===== src/rtl/irqd_pkg.sv =====
package irqd_pkg;

    localparam logic [2:0] DM_FIXED  = 3'b000;
    localparam logic [2:0] DM_LOWPRI = 3'b001;
    localparam logic [2:0] DM_EXTINT = 3'b111;

    localparam logic [7:0] DEST_ALL  = 8'hFF;

    typedef struct packed {
        logic [7:0] vector;
        logic [2:0] dmode;
        logic       logical;
        logic       level;
        logic       trigger;
    } msg_hdr_t;

endpackage


===== src/rtl/irqd_edge.sv =====
// Pin level tracking and pending assertion store.
module irqd_edge #(
    parameter int NUM_PINS = 8
) (
    input  logic                clk,
    input  logic                rst_n,
    input  logic [NUM_PINS-1:0] pin_i,
    input  logic [NUM_PINS-1:0] mask_i,
    input  logic [NUM_PINS-1:0] take_i,
    output logic [NUM_PINS-1:0] pend_o
);

    typedef struct packed {
        logic [NUM_PINS-1:0] level;
        logic [NUM_PINS-1:0] pend;
    } edge_state_t;

    edge_state_t st_d, st_q;
    logic [NUM_PINS-1:0] rise;

    always_comb begin
        st_d       = st_q;
        rise       = pin_i & ~st_q.level;
        st_d.level = pin_i;
        // a fresh rise wins over a take of the same bit
        st_d.pend  = (st_q.pend & ~take_i) | (rise & ~mask_i);
    end

    always_ff @(posedge clk or negedge rst_n) begin
        if (!rst_n) st_q <= '0;
        else        st_q <= st_d;
    end

    assign pend_o = st_q.pend;

endmodule


===== src/rtl/irqd_pick.sv =====
// Lowest-index-first selection among pending pins.
module irqd_pick #(
    parameter int NUM_PINS = 8,
    parameter int IDX_W    = 3
) (
    input  logic [NUM_PINS-1:0] pend_i,
    output logic                found_o,
    output logic [IDX_W-1:0]    idx_o
);

    always_comb begin
        found_o = 1'b0;
        idx_o   = '0;
        for (int i = NUM_PINS - 1; i >= 0; i--) begin
            if (pend_i[i]) begin
                found_o = 1'b1;
                idx_o   = IDX_W'(i);
            end
        end
    end

endmodule


===== src/rtl/irqd_resolve.sv =====
// Destination resolution: physical, broadcast, logical and rotation.
module irqd_resolve
    import irqd_pkg::*;
#(
    parameter int NUM_CPUS = 8,
    parameter int ROT_W    = 8
) (
    input  logic                  logical_i,
    input  logic [2:0]            dmode_i,
    input  logic [7:0]            dest_i,
    input  logic [NUM_CPUS*8-1:0] ldr_i,
    input  logic [ROT_W-1:0]      rot_i,
    output logic [NUM_CPUS-1:0]   targets_o,
    output logic                  phys_lp_err_o,
    output logic                  rotate_o
);

    localparam int CNT_W = $clog2(NUM_CPUS + 1);

    logic [NUM_CPUS-1:0] match;
    logic [NUM_CPUS-1:0] phys_sel;
    logic [NUM_CPUS-1:0] lp_sel;
    logic [CNT_W-1:0]    hits;
    logic [ROT_W-1:0]    pick_k;
    logic [ROT_W-1:0]    seen;
    logic                is_lp;

    always_comb begin
        match = '0;
        hits  = '0;
        for (int i = 0; i < NUM_CPUS; i++) begin
            match[i] = |(ldr_i[i*8 +: 8] & dest_i);
            hits     = hits + CNT_W'(match[i]);
        end
    end

    always_comb begin
        phys_sel = '0;
        for (int i = 0; i < NUM_CPUS; i++) begin
            if (dest_i == DEST_ALL || dest_i == 8'(i)) phys_sel[i] = 1'b1;
        end
    end

    assign pick_k = (hits == '0) ? '0 : (rot_i % ROT_W'(hits));

    always_comb begin
        lp_sel = '0;
        seen   = '0;
        for (int i = 0; i < NUM_CPUS; i++) begin
            if (match[i]) begin
                if (seen == pick_k) lp_sel[i] = 1'b1;
                seen = seen + 1'b1;
            end
        end
    end

    assign is_lp         = (dmode_i == DM_LOWPRI);
    assign phys_lp_err_o = !logical_i && is_lp;
    assign rotate_o      = logical_i && is_lp && (hits != '0);

    always_comb begin
        if (!logical_i) targets_o = phys_sel;
        else if (is_lp) targets_o = lp_sel;
        else            targets_o = match;
    end

endmodule


===== src/rtl/irq_dispatch.sv =====
module irq_dispatch
    import irqd_pkg::*;
#(
    parameter int NUM_PINS = 8,
    parameter int NUM_CPUS = 8,
    parameter int ROT_W    = 8
) (
    input  logic                  clk,
    input  logic                  rst_n,
    input  logic [NUM_PINS-1:0]   irq_pin_i,
    input  logic [NUM_PINS-1:0]   rte_mask_i,
    input  logic [NUM_PINS*8-1:0] rte_vector_i,
    input  logic [NUM_PINS*3-1:0] rte_dmode_i,
    input  logic [NUM_PINS-1:0]   rte_logical_i,
    input  logic [NUM_PINS-1:0]   rte_polarity_i,
    input  logic [NUM_PINS-1:0]   rte_trigger_i,
    input  logic [NUM_PINS*8-1:0] rte_dest_i,
    input  logic [7:0]            legacy_vec_i,
    input  logic [NUM_CPUS*8-1:0] cpu_ldr_i,
    output logic                  msg_valid_o,
    input  logic                  msg_ready_i,
    output logic [7:0]            msg_vector_o,
    output logic [2:0]            msg_dmode_o,
    output logic                  msg_logical_o,
    output logic                  msg_level_o,
    output logic                  msg_trigger_o,
    output logic [NUM_CPUS-1:0]   msg_targets_o,
    output logic                  lowpri_err_o
);

    localparam int IDX_W = (NUM_PINS > 1) ? $clog2(NUM_PINS) : 1;

    typedef struct packed {
        logic                valid;
        logic                err;
        msg_hdr_t            hdr;
        logic [NUM_CPUS-1:0] targets;
        logic [ROT_W-1:0]    rot;
    } disp_state_t;

    disp_state_t st_d, st_q;

    logic [NUM_PINS-1:0] pend;
    logic [NUM_PINS-1:0] take;
    logic                found;
    logic [IDX_W-1:0]    idx;

    logic [7:0]          e_vector;
    logic [2:0]          e_dmode;
    logic                e_logical;
    logic [7:0]          e_dest;
    logic [NUM_CPUS-1:0] res_targets;
    logic                res_err;
    logic                res_rotate;
    logic                load_ok;

    irqd_edge #(.NUM_PINS(NUM_PINS)) u_edge (
        .clk    (clk),
        .rst_n  (rst_n),
        .pin_i  (irq_pin_i),
        .mask_i (rte_mask_i),
        .take_i (take),
        .pend_o (pend)
    );

    irqd_pick #(.NUM_PINS(NUM_PINS), .IDX_W(IDX_W)) u_pick (
        .pend_i  (pend),
        .found_o (found),
        .idx_o   (idx)
    );

    assign e_vector  = rte_vector_i[idx*8 +: 8];
    assign e_dmode   = rte_dmode_i[idx*3 +: 3];
    assign e_logical = rte_logical_i[idx];
    assign e_dest    = rte_dest_i[idx*8 +: 8];

    irqd_resolve #(.NUM_CPUS(NUM_CPUS), .ROT_W(ROT_W)) u_resolve (
        .logical_i     (e_logical),
        .dmode_i       (e_dmode),
        .dest_i        (e_dest),
        .ldr_i         (cpu_ldr_i),
        .rot_i         (st_q.rot),
        .targets_o     (res_targets),
        .phys_lp_err_o (res_err),
        .rotate_o      (res_rotate)
    );

    assign load_ok = !st_q.valid || msg_ready_i;

    always_comb begin
        st_d     = st_q;
        st_d.err = 1'b0;
        take     = '0;
        if (st_q.valid && msg_ready_i) st_d.valid = 1'b0;
        if (load_ok && found) begin
            take = NUM_PINS'(1) << idx;
            if (res_err) begin
                st_d.err = 1'b1;
            end else if (res_targets != '0) begin
                st_d.valid        = 1'b1;
                st_d.hdr.vector   = (e_dmode == DM_EXTINT) ? legacy_vec_i : e_vector;
                st_d.hdr.dmode    = e_dmode;
                st_d.hdr.logical  = e_logical;
                st_d.hdr.level    = rte_polarity_i[idx];
                st_d.hdr.trigger  = rte_trigger_i[idx];
                st_d.targets      = res_targets;
                if (res_rotate) st_d.rot = st_q.rot + 1'b1;
            end
        end
    end

    always_ff @(posedge clk or negedge rst_n) begin
        if (!rst_n) st_q <= '0;
        else        st_q <= st_d;
    end

    assign msg_valid_o   = st_q.valid;
    assign msg_vector_o  = st_q.hdr.vector;
    assign msg_dmode_o   = st_q.hdr.dmode;
    assign msg_logical_o = st_q.hdr.logical;
    assign msg_level_o   = st_q.hdr.level;
    assign msg_trigger_o = st_q.hdr.trigger;
    assign msg_targets_o = st_q.targets;
    assign lowpri_err_o  = st_q.err;

endmodule


===== config.mk =====
export PLATFORM = sky130hd
export DESIGN_NAME = irq_dispatch
export DESIGN_NICKNAME = d
export VERILOG_FILES = /design/src/rtl/irqd_pkg.sv /design/src/rtl/irqd_edge.sv /design/src/rtl/irqd_pick.sv /design/src/rtl/irqd_resolve.sv /design/src/rtl/irq_dispatch.sv
export SDC_FILE = /design/constraint.sdc
export NUM_CORES = 1
export LEC_CHECK = 0
export ABC_AREA = 1
export ABC_CLOCK_PERIOD_IN_PS = 33900
export BUFFER_PORTS_ARGS = -buffer_cell sky130_fd_sc_hd__buf_2
export CAP_MARGIN = 5
export CORE_MARGIN = 1
export CORE_UTILIZATION = 35
export DETAILED_ROUTE_END_ITERATION = 7
export GPL_TIMING_DRIVEN = 0
export MAX_ROUTING_LAYER = met4
export PLACE_DENSITY_LB_ADDON = 0.3
export SLEW_MARGIN = 25
export SYNTH_ARGS = -nofsm -noshare
export SYNTH_HDL_FRONTEND = slang
export SYNTH_SLANG_ARGS = --single-unit

===== constraint.sdc =====
create_clock -name clk -period 33.9 [get_ports clk]
set_input_delay 6.78 -clock clk [delete_from_list [all_inputs] [get_ports clk]]
set_output_delay 6.78 -clock clk [all_outputs]
set_load 0.02 [all_outputs]

Word level (Yosys, flattened, before mapping)
Cells that the tools add are included.

word-level totals
  bits in registers = 48
  input bits = 267

cells by class
  add/sub/neg operators = 14
  $mul = 1
  div/mod/pow operators = 1
  magnitude comparators = 1
  equal/unequal tests = 17
  shift operators = 4
  mux-type cells = 66
  bitwise gates (word level) = 16
  reduce and logical (&&, ||, !) cells = 31

operator list
  operator                                             count
  indexed part select 64 x 7 -> 8 bit                  2
  two-way mux 8 bit                                    12
  bitwise AND 8 bit                                    11
  OR reduction 8 bit                                   8
  two-way mux 30 bit                                   2
  adder 8 x 1 -> 8 bit, second input constant          6
  equality test 8 bit                                  6
  two-way mux 1 bit                                    40
  equality test 8 x 3 -> 1 bit, second input constant  4
  two-way mux 32 bit                                   1
  adder 4 x 1 -> 4 bit                                 6
  two-way mux 3 bit                                    8
  inverter 8 bit                                       3
  indexed part select 24 x 6 -> 3 bit                  1
  equality test 8 x 2 -> 1 bit, second input constant  2
  zero test 8 bit                                      2
  binary-select mux 1 bit (select 3 bit)               3
  logical OR 1 bit                                     9
  equality test 1 x 8 -> 1 bit                         1
  equality test 8 x 1 -> 1 bit, second input constant  1
  equality test 8 bit, second input constant           1
  modulo 8 x 4 -> 8 bit                                1
  bitwise OR 8 bit                                     1
  nonzero test 8 bit                                   1
  14 further kinds                                     19

Logic depth before layout (Yosys ltp)
Gate-level depths: netlist of the first run.

  depth after elaboration = 33
  depth in mapped cells = 110
  depth with buffers taken out = 107

Cells and area by module
Synthesis of the first run repeated with hierarchy kept, for this count alone.

unflattened totals
  cells, all modules = 1223
  area total of the unflattened synthesis = 7317.0 µm²

modules (own cells, without submodules)
  module        instances  cells each  area an instance (µm²)  seq. area each (µm²)
  irqd_resolve  1          634         3538.4                  0.0
  irq_dispatch  1          495         3029.2                  800.8
  irqd_edge     1          72          650.6                   400.4
  irqd_pick     1          22          98.8                    0.0

Worst setup path after synthesis of the first run
No wires, ideal clock.

  kind = input-to-reg
  start point = input port rte_dest_i[25]
  end point = register st_q, in the netlist msg_logical_o
  arrival = 19.912 ns
  required time = 33.768 ns
  slack = 13.856 ns
  cell stages on the path = 88
  cells stage by stage = nor3_1 nor2_1 nand3_1 nand2_1 buf_2 a22o_1 nor4_1 ha_1 inv_1 fa_1 inv_1 fa_1 inv_1 fa_1 inv_2 fa_1 a21oi_2 nand3_1 [52 not listed] fa_1 o21ai_0 nor2_1 nand3_1 nor2_2 nor2_1 nand3_1 nand2_1 nor2_2 nand3_1 nand2_1 a21oi_2 nand3_1 nor2_1 nand3_2 nand2_4 buf_6 o21ai_1

on the way
  word-level cells in the longest chain between the ends = 23
  elaborated cells on any way between the ends = 93

ends and longest elaborated chain
  what                                                                            RTL line             source
  from (decl)                                                                     irq_dispatch.sv:17   input logic [NUM_PINS*8-1:0] rte_dest_i,
  indexed part select 64 x 7 -> 8 bit *                                           irq_dispatch.sv:75   assign e_dest = rte_dest_i[idx*8 +: 8];
  parallel branches: the longest is 19 deep, another holds modulo 8 x 4 -> 8 bit  n/a
  two-way mux 8 bit *                                                             irqd_resolve.sv:62   if (!logical_i) targets_o = phys_sel;
  nonzero test 8 bit *                                                            irq_dispatch.sv:99   end else if (res_targets != '0) begin
  AND reduction 3 bit (no line) *                                                 n/a
  to (signal assigned)                                                            irq_dispatch.sv:114  else st_q <= st_d;
  to (decl)                                                                       irq_dispatch.sv:41   disp_state_t st_d, st_q;

Mark *: on every way between the ends.
A chain may end at the register's enable or synchronous reset.

Worst setup path after layout of the first run
  start point = input port rte_dest_i[57]
  end point = register st_q, in the netlist msg_logical_o

Same word-level chain as after synthesis.

==> impl_metrics.tcl, run 1 <==
set metrics [dict create \
    outcome "finished, final reports clean" \
    setup_violations 0 \
    synth_cells 1225 \
    tns_ns 0 \
    drt_first_pass_iters 5 \
    hold_end "u_edge.pend_o[7]$_DFF_PN0_" \
    drtIter0Drc 522 \
    synth.largest_area_cell "nand2_1" \
    filler_cell_count 2293 \
    synthToLayoutAreaGrowth_pct 25.9 \
    grt_usage 0.242 \
    whs_path_depth 1 \
    ys_top_cells_by_area "nand2_1 20%, dfrtp_1 16%, nand3_1 6.8%, inv_1 6.6%, ha_1 6.3%" \
    crit_top_cell "nand2_1" \
    clk_path_buf_depth 2 \
    numCtsBuffers 5 \
    yosysWarningCount 0 \
    std_cell_rows 53 \
    final_cell_area_um2 9500 \
    ys.flop_type "dfrtp_1" \
    cpPeakStageDelay_ns 0.65 \
    die_y_um 149 \
    yosysUniqueCellTypes 51 \
    worst_pin_slew_ns 0.991 \
    synthArstFlopShare 1.00 \
    hpwl_mm 21.7 \
    drive_gt1_frac 0.290 \
    grt_pass1_vias 8567 \
    die_w_um 149 \
    hold_start "u_edge.st_q[15]$_DFF_PN0_" \
    yosysTopAreaCellShare 0.199 \
    holdBufCountCts 0 \
    fp.dieArea_um2 22100 \
    rsz0062_at_grt "no" \
    r2r_end "msg_logical_o$_DFFE_PN0P_" \
    setup_ws_ns 11.79 \
    vias 9054 \
    routed_via_density 5.03 \
    dp_slack_ns 11.62 \
    final_common_cell "nand2_1" \
    num_io_pins 291 \
    post_cts_buffers 0 \
    crit_fanout 10 \
    synth.cell_area_um2 7540 \
    gr-usage-met1 0.303 \
    htree_levels 2 \
    critPathCaptureType "flip-flop" \
    final_cell_mix "400 x nand2_1, 296 x buf_2, 133 x inv_1" \
    clock_latency_ns 0.28 \
    grtUsageMet3 0.0245 \
    critPathKind "input pin to flip-flop" \
    fin_crit_ns 22.11 \
    cts_root_buf "clkbuf_16" \
    cts_tree "done" \
    worst_slew_margin_rel 0.334 \
    synth_nets 1535 \
    reg2reg_setup_slack_ns 17.15 \
    cts.repair.resized 0 \
    yosysSeqAreaShare 0.159 \
    placed_area_um2 9340 \
    critical-path-slowest-cell "nor4_1" \
    cap_viol_max_count 0 \
    grt_max_degree 49 \
    reg2reg_depth 93 \
    whs_ns 0.420 \
    final_nets 1832 \
    place.port_buffers 290 \
    r2r_start "u_edge.pend_o[5]$_DFF_PN0_" \
    synth-seq-cells 48 \
    synth_edf_count 0 \
    critPathRequiredTime_ns 34.06 \
    start_util 0.358 \
    fmax_ghz 0.0452 \
    cts.sink_count 48 \
    ant_nets 0 \
    clock_skew_ns 0.00340 \
    start_kind "input pin" \
    core_um2 21100 \
    grt-busiest-layer "met2" \
    hp-class "flip-flop to flip-flop" \
    syn_area_per_cell_um2 6.16 \
    hold_violations 0 \
    drv_slew 0 \
    min_period_over_period 0.652 \
    critPathArrivalTime_ns 22.27 \
    grt_pass1_wl_mm 41.9 \
    drc 0 \
    grt_use_met2 0.420 \
    wl_per_cell_um 14.6 \
    wl_mm 26.2 \
    antenna_found_initial 3 \
    path_clk_slew_ns 0.06 \
    globalplace.congestion 0.929 \
    grt_overflow 0 \
]
## worst max path at each step
| stage | startpoint | cells after the start | to |
|---|---|---|---|
| after global placement | rte_dest_i[17] | 91 | msg_vector_o[0]$_DFFE_PN0P_ |
| after floorplan | rte_dest_i[25] | 88 | msg_logical_o$_DFFE_PN0P_ |
| after CTS | rte_dest_i[57] | 89 | msg_vector_o[0]$_DFFE_PN0P_ |
| after global routing | rte_dest_i[57] | 89 | msg_logical_o$_DFFE_PN0P_ |
| after detailed placement | rte_dest_i[57] | 89 | msg_logical_o$_DFFE_PN0P_ |
| final | rte_dest_i[57] | 89 | msg_logical_o$_DFFE_PN0P_ |
## critical path, delay by kind of cell
family	cells	cell delay [ns]
AO/OA/AOI/OAI	19	3.49
AND/OR/NAND/NOR	42	5.96
adder cells (fa/ha/maj)	12	4.49
buffers and inverters	16	1.53
## area by class of cell
class | instances | area [um^2] | area share
multi-input cells | 964 | 5400 | 0.569
plain buffers | 61 | 373 | 0.0393
flip-flops and latches | 48 | 1200 | 0.126
well taps | 275 | 344 | 0.0362
clock buffers | 8 | 146 | 0.0154
diodes | 3 | 7.51 | 0.000791
inverters | 152 | 571 | 0.0601
repair buffers | 290 | 1450 | 0.153
## flip-flops by register name (all words and copies together) (netlist names)
signal and count:
u_edge.pend_o 8, msg_level_o 1, msg_dmode_o 3, msg_targets_o 8
lowpri_err_o 1, st_q 8, msg_logical_o 1, msg_trigger_o 1
msg_vector_o 8, msg_valid_o 1, u_edge.st_q 8
## routing by layer
| metal | routed length [um] | vias to the layer above |
|---|---|---|
| li1 | - | 4615 |
| met1 | 11700 | 4087 |
| met2 | 12600 | 323 |
| met3 | 1580 | 29 |
| met4 | 399 | 0 |
| met5 | 0 | - |
## stage by stage
step / cells / util
after global routing: 1801 / 0.450
final: 1801 / 0.450
after floorplan: 1225 / -
after global placement: 1790 / 0.443
after CTS: 1798 / 0.450
after detailed placement: 1790 / 0.443
## Yosys cell counts (3+ instances only)
| master | number |
|---|---|
| nand2_1 | 400 |
| inv_1 | 133 |
| nand3_1 | 102 |
| nor2_1 | 84 |
| dfrtp_1 | 48 |
| nand4_1 | 41 |
| ha_1 | 38 |
| nand2_2 | 27 |
| a221oi_1 | 26 |
| nand3b_1 | 25 |
| o21ai_0 | 25 |
| buf_4 | 23 |
| xor2_1 | 23 |
| clkbuf_1 | 21 |
| a21oi_1 | 19 |
| inv_2 | 17 |
| a22o_1 | 16 |
| nor3_1 | 15 |
| o21ai_1 | 15 |
| nor2_2 | 12 |
| nand3_2 | 11 |
| o21ai_2 | 10 |
| o31ai_1 | 10 |
| a21oi_2 | 9 |
| buf_2 | 7 |
| a32o_1 | 6 |
| buf_1 | 5 |
| fa_1 | 5 |
| nand2_4 | 4 |
| nand3_4 | 4 |
| a21boi_0 | 3 |
| buf_8 | 3 |
| mux2_2 | 3 |
| nor2_4 | 3 |
| nor4_1 | 3 |
| o21bai_1 | 3 |
| xnor2_1 | 3 |
## logic make-up after synthesis
family,count (synthesis),share of synthesized area
AO/OA/AOI/OAI,150,0.145
XOR/XNOR,26,0.0302
adder cells (fa/ha/maj),43,0.0763
buffers and inverters,213,0.125
flip-flops,48,0.159
multiplexers,3,0.00448
AND/OR/NAND/NOR,742,0.460
Power of run 1 is not shown: default switching activity piles up to over one toggle a cycle in this logic, so the estimate is an artifact.
==> run 2: changes to the inputs <==
--- a/config.mk
+++ b/config.mk
@@ -6,7 +6,7 @@
 export NUM_CORES = 1
 export LEC_CHECK = 0
 export ABC_AREA = 1
-export ABC_CLOCK_PERIOD_IN_PS = 33900
+export ABC_CLOCK_PERIOD_IN_PS = 20300
 export BUFFER_PORTS_ARGS = -buffer_cell sky130_fd_sc_hd__buf_2
 export CAP_MARGIN = 5
 export CORE_MARGIN = 1
==> constraint.sdc (replaced) <==
create_clock -name clk -period 20.3 [get_ports clk]
set_input_delay 4.06 -clock clk [delete_from_list [all_inputs] [get_ports clk]]
set_output_delay 4.06 -clock clk [all_outputs]
set_load 0.02 [all_outputs]
==> run 2 against run 1 <==
Utilization increased by 0.22 points. Die area unchanged. Clock skew about the same. Non-clock buffer count unchanged. Count of clock-buffer cells in the layout unchanged. Cell count unchanged. Via count increased by 0.25%. Worst setup slack got worse by 10 ns. Global-route usage unchanged. Flip-flop and latch count unchanged. First-iteration DRC count increased by 5.0%. Critical path type unchanged. Largest cell class unchanged.
==> impl_metrics.tcl, run 2 (synthesis results as in run 1) <==
set metrics [dict create \
    outcome "finished, final reports clean" \
    wl_per_cell_um 14.6 \
    hp-class "flip-flop to flip-flop" \
    hold_end "u_edge.pend_o[7]$_DFF_PN0_" \
    setup_violations 0 \
    drc 0 \
    die_w_um 149 \
    clock_skew_ns 0.00300 \
    critPathCaptureType "flip-flop" \
    clk_path_buf_depth 2 \
    cts.sink_count 48 \
    antenna_found_initial 3 \
    critPathKind "input pin to flip-flop" \
    holdBufCountCts 0 \
    die_y_um 149 \
    final_nets 1832 \
    critical-path-slowest-cell "fa_1" \
    final_common_cell "nand2_1" \
    fin_cells 1801 \
    cts_root_buf "clkbuf_16" \
    cpPeakStageDelay_ns 0.53 \
    fmax_ghz 0.0533 \
    synthToLayoutAreaGrowth_pct 26.5 \
    drt_first_pass_iters 5 \
    routed_via_density 5.04 \
    drive_gt1_frac 0.293 \
    rsz0062_at_grt "no" \
    critPathArrivalTime_ns 18.90 \
    final_cell_mix "400 x nand2_1, 296 x buf_2, 133 x inv_1" \
    reg2reg_setup_slack_ns 4.20 \
    critPathRequiredTime_ns 20.45 \
    drv_slew 0 \
    place.port_buffers 290 \
    numCtsBuffers 5 \
    ant_nets 0 \
    hpwl_mm 21.7 \
    grt_max_degree 49 \
    grt_overflow 0 \
    clock_latency_ns 0.28 \
    fp.dieArea_um2 22100 \
    crit_top_cell "nand2_1" \
    tns_ns 0 \
    r2r_end "msg_logical_o$_DFFE_PN0P_" \
    worst_slew_margin_rel 0.342 \
    reg2reg_depth 96 \
    hold_violations 0 \
    start_util 0.358 \
    globalplace.congestion 0.929 \
    cts_tree "done" \
    cp_top_family "simple AND/OR/NAND/NOR gates" \
    path_clk_slew_ns 0.06 \
    cp.buffers_inverters 18 \
    std_cell_rows 53 \
    whs_path_depth 1 \
    whs_ns 0.420 \
    crit_fanout 10 \
    r2r_start "u_edge.pend_o[5]$_DFF_PN0_" \
    core_um2 21100 \
    dp_cells 1790 \
    drtIter0Drc 548 \
    start_kind "input pin" \
    worst_pin_slew_ns 0.979 \
    fin_crit_ns 18.75 \
    hold_start "u_edge.st_q[15]$_DFF_PN0_" \
    min_period_over_period 0.924 \
    grt_pass1_wl_mm 41.9 \
    htree_levels 2 \
    cap_viol_max_count 0 \
    vias 9077 \
    num_io_pins 291 \
    grt_pass1_vias 8567 \
    wl_mm 26.2 \
    grt_usage 0.242 \
]
-- run 2: repair_timing --
item / 4_1_cts / 5_1_grt
setup buffers: 0 / 0
endpoints found under the setup margin: 0 / 31
resized for setup: 0 / 9
-- run 2: worst max path at each step --
| stage | cells after the start | from | slack, ns | end |
|---|---|---|---|---|
| floorplan | 88 | rte_dest_i[25] | 2.98 | msg_logical_o$_DFFE_PN0P_ |
| global placement | 91 | rte_dest_i[17] | 0.87 | msg_vector_o[0]$_DFFE_PN0P_ |
| detailed placement | 89 | rte_dest_i[57] | 0.74 | msg_logical_o$_DFFE_PN0P_ |
| CTS | 89 | rte_dest_i[57] | 0.97 | msg_vector_o[0]$_DFFE_PN0P_ |
| global route | 92 | rte_dest_i[57] | 0.08 | msg_logical_o$_DFFE_PN0P_ |
| finish | 92 | rte_dest_i[57] | 1.55 | msg_logical_o$_DFFE_PN0P_ |
-- run 2: through the flow --
stage	utilization	setup slack [ns]	instance area [um^2]
CTS	0.450	0.971	9490
floorplan	-	2.98	7540
global route	0.452	0.0838	9540
detailed placement	0.443	0.735	9340
finish	0.452	1.55	9540
global placement	0.443	0.869	9340
-- run 2: cell type report --
class | instances | area [um^2]
fill | 2288 | 11500
multi-input combinational | 964 | 5450
timing repair buffer | 290 | 1450
sequential | 48 | 1200
inverter | 152 | 571
buffer | 61 | 373
tap | 275 | 344
clock buffer | 8 | 146
antenna | 3 | 7.51
-- run 2: metal layers --
layer  vias up  wire [um]  track usage  part of all wire
met5         -          0            -                 0
met4         0        401       0.0490             0.015
met3        29       1610       0.0245             0.061
met2       344      12600        0.420              0.48
met1      4083      11600        0.303              0.44
li1       4621          -            -                 -
Power of run 2 is left out for the same reason.
==> run 3: changes to the inputs <==
--- a/config.mk
+++ b/config.mk
@@ -10,7 +10,7 @@
 export BUFFER_PORTS_ARGS = -buffer_cell sky130_fd_sc_hd__buf_2
 export CAP_MARGIN = 5
 export CORE_MARGIN = 1
-export CORE_UTILIZATION = 35
+export CORE_UTILIZATION = 45
 export DETAILED_ROUTE_END_ITERATION = 7
 export GPL_TIMING_DRIVEN = 0
 export MAX_ROUTING_LAYER = met4
==> run 3 against run 2 <==
Count of clock-buffer cells in the layout down 2. Fmax down 0.90%. Via count up 1.1%. Cell count shrank 3.4%. Critical path depth grew 1. Die area shrank 22%. Largest cell class unchanged. Worst setup slack got worse by 0.17 ns. Flip-flop and latch count unchanged. Worst hold slack hardly changed.
==> impl_metrics.tcl, run 3 (synthesis results as in run 1) <==
set metrics [dict create \
    ant_nets 0 \
    hold_violations 0 \
    grtUsageMet3 0.0397 \
    path_clk_slew_ns 0.06 \
    critPathCaptureType "flip-flop" \
    clock_latency_ns 0.29 \
    grt_pass1_wl_mm 43.0 \
    crit_fanout 10 \
    cpPeakStageDelay_ns 0.54 \
    clock_skew_ns 0.00334 \
    die_y_um 131 \
    setup_violations 0 \
    worst_pin_slew_ns 0.632 \
    critPathKind "input pin to flip-flop" \
    min_period_over_period 0.932 \
    drive_gt1_frac 0.294 \
    clk_path_buf_depth 2 \
    tns_ns 0 \
    core_um2 16100 \
    wl_per_cell_um 15.0 \
    final_nets 1832 \
    critPathRequiredTime_ns 20.46 \
    critPathArrivalTime_ns 19.08 \
    die_w_um 131 \
    wl_mm 26.1 \
    start_util 0.468 \
    final_common_cell "nand2_1" \
    critical-path-slowest-cell "fa_1" \
    routed_via_density 5.28 \
    cts.sink_count 48 \
    start_kind "input pin" \
    fin_crit_ns 18.92 \
    fp.dieArea_um2 17300 \
    cts_root_buf "clkbuf_16" \
    htree_levels 2 \
    hp-class "flip-flop to flip-flop" \
    vias 9181 \
    num_io_pins 291 \
    grt_pass1_vias 8958 \
    outcome "finished, final reports clean" \
    drtIter0Drc 681 \
    rsz0062_at_grt "no" \
    worst_slew_margin_rel 0.578 \
    drc 0 \
    cts_tree "done" \
    antenna_found_initial 1 \
    grt_overflow 0 \
    grt-busiest-layer "met2" \
    cap_viol_max_count 0 \
    numCtsBuffers 5 \
    std_cell_rows 46 \
    gr-usage-met1 0.368 \
    fmax_ghz 0.0529 \
    hpwl_mm 21.8 \
    synthToLayoutAreaGrowth_pct 25.6 \
    reg2reg_depth 99 \
    grt_max_degree 49 \
    whs_path_depth 1 \
    post_cts_buffers 0 \
    place.port_buffers 290 \
    globalplace.congestion 1.01 \
    drv_slew 0 \
    grt_use_met2 0.534 \
    final_cell_mix "400 x nand2_1, 296 x buf_2, 133 x inv_1" \
    drt_first_pass_iters 5 \
    grt_usage 0.312 \
]
==> run 3: cell types whose count changed in the layout (fill, tap and decap cells not counted), sizes merged <==
cell,delta
clkbuf,-2
clkinvlp,+2
diode,-2
==> run 3: timing repair <==
item	4_1_cts	5_1_grt
hold buffers	0	0
gates resized for setup	0	8
endpoints found under the hold margin	0	0
endpoints found under the setup margin	0	31
==> run 3: worst paths after layout <==
check,slack [ns],to,from
setup / recovery,1.38,msg_logical_o$_DFFE_PN0P_,rte_dest_i[17]
hold / removal,0.42,u_edge.pend_o[2]$_DFF_PN0_,u_edge.st_q[10]$_DFF_PN0_
setup reg to reg,4.07,msg_logical_o$_DFFE_PN0P_,u_edge.pend_o[6]$_DFF_PN0_
hold reg to reg,0.42,u_edge.pend_o[2]$_DFF_PN0_,u_edge.st_q[10]$_DFF_PN0_
max in group asynchronous,16.11,st_q[3]$_DFFE_PN0P_,rst_n
min in group asynchronous,3.79,u_edge.st_q[11]$_DFF_PN0_,rst_n
==> run 3: layout make-up <==
| cell class | count | area, um^2 |
|---|---|---|
| diodes | 1 | 2.50 |
| plain buffers | 61 | 373 |
| clock buffers | 6 | 139 |
| clock inverters | 2 | 15.0 |
| fillers | 1610 | 6640 |
| inverters | 152 | 571 |
| multi-input cells | 964 | 5450 |
| flip-flops and latches | 48 | 1200 |
| well taps | 216 | 270 |
| repair buffers | 290 | 1450 |
==> run 3: through the flow <==
step / util / worst slack (ns) / hold slack, ns / cells / cell area [um^2]
2_1_floorplan: - / 2.98 / 0.407 / 1225 / 7540
3_3_place_gp: 0.575 / 0.987 / 0.410 / 1731 / 9270
3_5_place_dp: 0.575 / 0.604 / 0.417 / 1731 / 9270
4_1_cts: 0.585 / 0.859 / 0.426 / 1739 / 9420
5_1_grt: 0.588 / 0.0506 / 0.431 / 1740 / 9480
6_report: 0.588 / 1.38 / 0.420 / 1740 / 9480
==> run 3: worst max-delay path, delay by kind of cell <==
kind | cells | cell delay, ns
and+or+nand+nor | 44 | 5.65
AOI/OAI and AO/OA | 18 | 3.32
buffers and inverters | 19 | 1.74
adders and majority gates | 12 | 4.28
==> run 3: layer usage <==
layer / vias to the layer above / wire, um / part of all wire
met4: 0 / 1030 / 0.039
met5: - / 0 / 0
met3: 71 / 1660 / 0.064
met2: 378 / 12400 / 0.48
li1: 4621 / - / -
met1: 4111 / 11000 / 0.42
Power of run 3 is left out for the same reason.
